<file path="src/rtl/canf_pkg.sv">
package canf_pkg;

    typedef enum logic [1:0] {
        MODE_TYPED    = 2'b00,
        MODE_STD_ONLY = 2'b01,
        MODE_EXT_ONLY = 2'b10,
        MODE_ANY      = 2'b11
    } mask_mode_e;

    // Frame-type gate of one filter under the mode of its group's mask.
    function automatic logic type_pass(input mask_mode_e mode,
                                       input logic frm_ext,
                                       input logic flt_ext);
        logic ok;
        case (mode)
            MODE_TYPED:    ok = (frm_ext == flt_ext);
            MODE_STD_ONLY: ok = ~frm_ext;
            MODE_EXT_ONLY: ok = frm_ext;
            default:       ok = 1'b1;
        endcase
        return ok;
    endfunction

endpackage

</file>
<file path="src/rtl/canf_match_unit.sv">
module canf_match_unit
    import canf_pkg::*;
#(
    parameter int ID_W  = 29,
    parameter int STD_W = 11
) (
    input  logic            clk,
    input  logic            rst,
    input  logic [ID_W-1:0] frm_id,
    input  logic            frm_ext,
    input  logic [ID_W-1:0] flt_id,
    input  logic            flt_ext,
    input  logic [ID_W-1:0] msk_id,
    input  mask_mode_e      msk_mode,
    output logic            hit
);
    localparam int LOW_W = ID_W - STD_W;
    localparam logic [ID_W-1:0] STD_SEL = {{STD_W{1'b1}}, {LOW_W{1'b0}}};

    logic [ID_W-1:0] cmp_sel;
    logic            bits_ok;
    logic            kind_ok;

    always_comb begin
        cmp_sel = frm_ext ? {ID_W{1'b1}} : STD_SEL;
        bits_ok = (((frm_id ^ flt_id) & msk_id & cmp_sel) == '0);
        kind_ok = type_pass(msk_mode, frm_ext, flt_ext);
        hit     = bits_ok & kind_ok;
    end


    std_only_chk: assert property (@(posedge clk) disable iff (rst)
        (msk_mode == MODE_STD_ONLY && frm_ext) |-> !hit);


    ext_only_chk: assert property (@(posedge clk) disable iff (rst)
        (msk_mode == MODE_EXT_ONLY && !frm_ext) |-> !hit);

endmodule

</file>
<file path="src/rtl/canf_prio_pick.sv">
module canf_prio_pick #(
    parameter int N    = 6,
    parameter int IDXW = (N > 1) ? $clog2(N) : 1
) (
    input  logic            clk,
    input  logic            rst,
    input  logic [N-1:0]    hits,
    output logic            any,
    output logic [IDXW-1:0] idx
);
    always_comb begin
        any = 1'b0;
        idx = '0;
        for (int i = N - 1; i >= 0; i--) begin
            if (hits[i]) begin
                any = 1'b1;
                idx = IDXW'(i);
            end
        end
    end


    pick_is_hit_chk: assert property (@(posedge clk) disable iff (rst)
        any |-> hits[idx]);


    pick_lowest_chk: assert property (@(posedge clk) disable iff (rst)
        any |-> ((hits & ((N'(1) << idx) - N'(1))) == '0));

endmodule

</file>
<file path="src/rtl/canf_accept_top.sv">
module canf_accept_top
    import canf_pkg::*;
#(
    parameter int ID_W     = 29,
    parameter int STD_W    = 11,
    parameter int NUM_FILT = 6,
    parameter int GRP0_CNT = 2,
    localparam int IDX_W   = $clog2(NUM_FILT)
) (
    input  logic                     clk,
    input  logic                     rst,
    input  logic                     frame_vld,
    input  logic [ID_W-1:0]          frame_id,
    input  logic                     frame_ext,
    input  logic [NUM_FILT*ID_W-1:0] filt_id,
    input  logic [NUM_FILT-1:0]      filt_ext,
    input  logic [2*ID_W-1:0]        mask_id,
    input  logic [3:0]               mask_mode,
    output logic                     acc_vld,
    output logic                     acc_buf,
    output logic [IDX_W-1:0]         acc_idx
);
    logic [NUM_FILT-1:0] hit_vec;
    logic                pick_any;
    logic [IDX_W-1:0]    pick_idx;

    for (genvar i = 0; i < NUM_FILT; i++) begin : g_filt
        localparam int GRP = (i < GRP0_CNT) ? 0 : 1;
        canf_match_unit #(
            .ID_W  (ID_W),
            .STD_W (STD_W)
        ) u_match (
            .clk      (clk),
            .rst      (rst),
            .frm_id   (frame_id),
            .frm_ext  (frame_ext),
            .flt_id   (filt_id[i*ID_W +: ID_W]),
            .flt_ext  (filt_ext[i]),
            .msk_id   (mask_id[GRP*ID_W +: ID_W]),
            .msk_mode (mask_mode_e'(mask_mode[GRP*2 +: 2])),
            .hit      (hit_vec[i])
        );
    end

    canf_prio_pick #(
        .N    (NUM_FILT),
        .IDXW (IDX_W)
    ) u_pick (
        .clk  (clk),
        .rst  (rst),
        .hits (hit_vec),
        .any  (pick_any),
        .idx  (pick_idx)
    );

    always_ff @(posedge clk) begin
        if (rst) begin
            acc_vld <= 1'b0;
            acc_buf <= 1'b0;
            acc_idx <= '0;
        end else begin
            acc_vld <= frame_vld & pick_any;
            if (frame_vld & pick_any) begin
                acc_idx <= pick_idx;
                acc_buf <= ({1'b0, pick_idx} >= (IDX_W+1)'(GRP0_CNT));
            end
        end
    end


    pulse_src_chk: assert property (@(posedge clk) disable iff (rst)
        acc_vld |-> $past(frame_vld));


    idx_range_chk: assert property (@(posedge clk) disable iff (rst)
        acc_vld |-> ({1'b0, acc_idx} < (IDX_W+1)'(NUM_FILT)));


    reset_clear_chk: assert property (@(posedge clk)
        rst |=> (!acc_vld && !acc_buf && acc_idx == '0));

endmodule

</file>
<file path="config.mk">
export PLATFORM = sky130hd
export DESIGN_NAME = canf_accept_top
export DESIGN_NICKNAME = d
export VERILOG_FILES = /design/src/rtl/canf_pkg.sv /design/src/rtl/canf_match_unit.sv /design/src/rtl/canf_prio_pick.sv /design/src/rtl/canf_accept_top.sv
export SDC_FILE = /design/constraint.sdc
export NUM_CORES = 1
export LEC_CHECK = 0
export BUFFER_PORTS_ARGS = -buffer_cell sky130_fd_sc_hd__buf_4
export CORE_AREA = 2 2 108 110
export CTS_BUF_LIST = sky130_fd_sc_hd__clkbuf_4 sky130_fd_sc_hd__clkbuf_8
export DETAILED_ROUTE_END_ITERATION = 7
export DIE_AREA = 0 0 110 112
export PLACE_DENSITY_LB_ADDON = 0.15
export SLEW_MARGIN = 20
export SYNTH_ARGS = -nofsm -noshare
export SYNTH_HDL_FRONTEND = slang
export SYNTH_SLANG_ARGS = --single-unit
</file>
<file path="constraint.sdc">
create_clock -name clk -period 2.3 [get_ports clk]
set_input_delay 0.23 -clock clk [delete_from_list [all_inputs] [get_ports clk]]
set_output_delay 0.23 -clock clk [all_outputs]
set_load 0.1 [all_outputs]
</file>
==> results_dict.tcl <==
set metrics [dict create \
    wl_met1_mm 5.60 \
    drt_iter0_markers 157 \
    start_util_pct 26.5 \
    ys_seq_elements 5 \
    crit_chain "buf_4, xor2_1, a22oi_1, nand4_1, o31ai_2, or4b_4, nand4_2, o21ai_2, mux2_1" \
    grt.overflow.total 0 \
    regArea_um2 100 \
    finalHoldViolations 0 \
    layout_common_cells "buf_4 (296), xor2_1 (174), a22oi_1 (57)" \
    yosysSeqAreaShare_pct 3.38 \
    top_layer_used "met4" \
    relSlewSlack_pct 61.6 \
    cts_root_buf "clkbuf_8" \
    postCtsSetupBuffers 0 \
    slew_viol_final 0 \
    p_leak_nw 2.65 \
    antenna-diode-count 0 \
    synthesis.nets 654 \
    cp_data_arrival_time_ns 2.29 \
    endpoint_kind "flop" \
    yosysWarnings 0 \
    finClkSkew_ns 0 \
    synthCells 379 \
    h-tree-depth 1 \
    cts_hold_buf 0 \
    p_per_area_mw_per_mm2 249 \
    grt.total_usage_pct 24.0 \
    final_cells 790 \
    crit_fanout 3 \
    place_area_mm2 0.00520 \
    rsz0062_at_grt "no" \
    vdd.ir_drop.worst_uv 110 \
    synth_xor_area_share_pct 51.4 \
    max_freq_mhz 459 \
    layout_commonest_cell "buf_4" \
    die-area_mm2 0.0123 \
    synth.top_cell.area_share_pct 51.4 \
    dr_wl_met2_mm 8.38 \
    viasPerCell 4.97 \
    avgSynthCellArea_um2 7.82 \
    antenna_found_initial 0 \
    crit_required_ns 2.41 \
    grt_pass1_vias 4253 \
    num_vias 3924 \
    dp_cells 786 \
    drive_gt1_share_pct 47.4 \
    area_growth_syn_to_layout_pct 77.3 \
    drt-pass1-iter-count 4 \
    status "finished clean" \
    num-fill-cells 1148 \
    netlist_top_cells_area "xor2_1 (51%), a22oi_1 (14%), a221oi_1 (3.5%)" \
    utilization_pct 47.1 \
    muxShareOfSynthArea_pct 0.380 \
    grt_pass1_wl_mm 22.3 \
    period_share_pct 94.7 \
    io_buffers 279 \
    rows 39 \
    die_w_um 110 \
    netlist_area_mm2 0.00297 \
    r2r_slack_ns 1.46 \
    fin_crit_ns 2.18 \
    cts_num_sinks 5 \
    start_kind "primary input" \
    synth.largest_area_cell "xor2_1" \
    dpl.hpwl_mm 14.0 \
    cts_buffers 3 \
    multiInputGateArea_mm2 0.00270 \
    gp_congestion 0.886 \
    slowest_stage "or4b_4" \
    cts_tree "built" \
    worstSkewPairLatency_ns 0.23 \
    synth-adder-area-share_pct 0 \
    fp.dieH_um 112 \
    cap_violations 0 \
    ant_nets 0 \
    wl_met3_mm 1.39 \
    worstSetupPathType "primary input to flop" \
    final-setup-viol-count 0 \
    tightest_slew_ns 0.576 \
    hold_path_class "primary input to flop" \
    synth_compound_area_share_pct 28.4 \
    synth_top_family_by_area "XOR/XNOR gates" \
    grt_max_degree 19 \
    io_pins 280 \
    drt_wl_total_mm 15.7 \
    stdcell_area_mm2 0.00526 \
    synthSimpleGateAreaFrac_pct 10.4 \
    fp.coreArea_mm2 0.0112 \
    clk_pin_slew_worst_paths_ns 0.04 \
    route.detailed.drc 0 \
    crit_path_max_incr_delay_ns 0.51 \
    power_mw 1.31 \
    detail_route.wl_per_cell_um 19.8 \
    ys_types 33 \
    ctsLongestPathBuffers 2 \
    fin_nets 923 \
]
## power by group
part           total [mW]  leakage [nW]  internal (mW)  switching, mW
sequential         0.0909        0.0404         0.0894        0.00148
combinational        1.04          2.58          0.567          0.469
clock               0.182        0.0262          0.131         0.0507
## state kept, by name, summed over array words and instances, names as in the netlist
name / count
acc_buf: 1
acc_idx: 3
acc_vld: 1
## worst max-delay path: cells and delay by family
kind | cells | cell delay (ns)
xor gates and xnor gates | 1 | 0.15
and+or+nand+nor | 3 | 0.82
muxes | 1 | 0.30
AOI/OAI and AO/OA | 3 | 0.66
buffers and inverters | 1 | 0.11
## final timing paths
check	startpoint	endpoint	cells past startpoint
max	frame_id[2]	acc_idx[0]	9
min	rst	acc_vld	2
max reg2reg	acc_idx[0]	acc_idx[0]	2
min reg2reg	acc_buf	acc_buf	2
## repair_timing
| item | CTS | global route |
|---|---|---|
| pin swaps | 0 | 2 |
| endpoints found under the setup margin | 1 | 1 |
| gates resized for setup | 1 | 1 |
## cells by family after synthesis
family / count (synthesis)
xor+xnor: 174
buf+inv: 35
simple gates: 53
compound gates: 111
mux: 1
flops: 5
## cells in the mapped netlist (all sizes together)
master / number
a21bo: 1
and3: 5
a22o: 11
nor3: 6
a22oi: 57
nand3b: 1
a222oi: 5
dfxtp: 5
inv: 3
a211oi: 1
nor4b: 1
a221oi: 12
nand3: 10
nand4: 11
mux2: 1
nor2b: 1
o31ai: 3
buf: 18
o21a: 1
a211o: 3
nand2: 9
clkbuf: 14
nor2: 7
or4b: 1
nand2b: 1
xor2: 174
a21oi: 15
o21ai: 2
## area by class of cell
cell class	instances	area share, %
clock buffers	4	0.928
inverters	3	0.214
well taps	143	3.40
repair buffers	296	42.3
flip-flops and latches	5	1.90
multi-input cells	339	51.3
## per-stage QoR
step | hold WS (ns) | setup TNS, ns | setup slack (ns)
detailed placement | 0.442 | -0.615 | -0.263
CTS | 0.202 | 0 | 0.0421
global route | 0.216 | 0 | 0.0194
floorplan | 0.299 | 0 | 0.193
finish | 0.207 | 0 | 0.121
global placement | 0.441 | -0.577 | -0.239
## metal layers
layer / vias up / GRT usage (%)
met5: - / 0
met3: 18 / 4.63
met4: 0 / 6.08
li1: 1916 / -
met2: 188 / 47.2
met1: 1802 / 25.0
(Power assumes the default switching activity.)
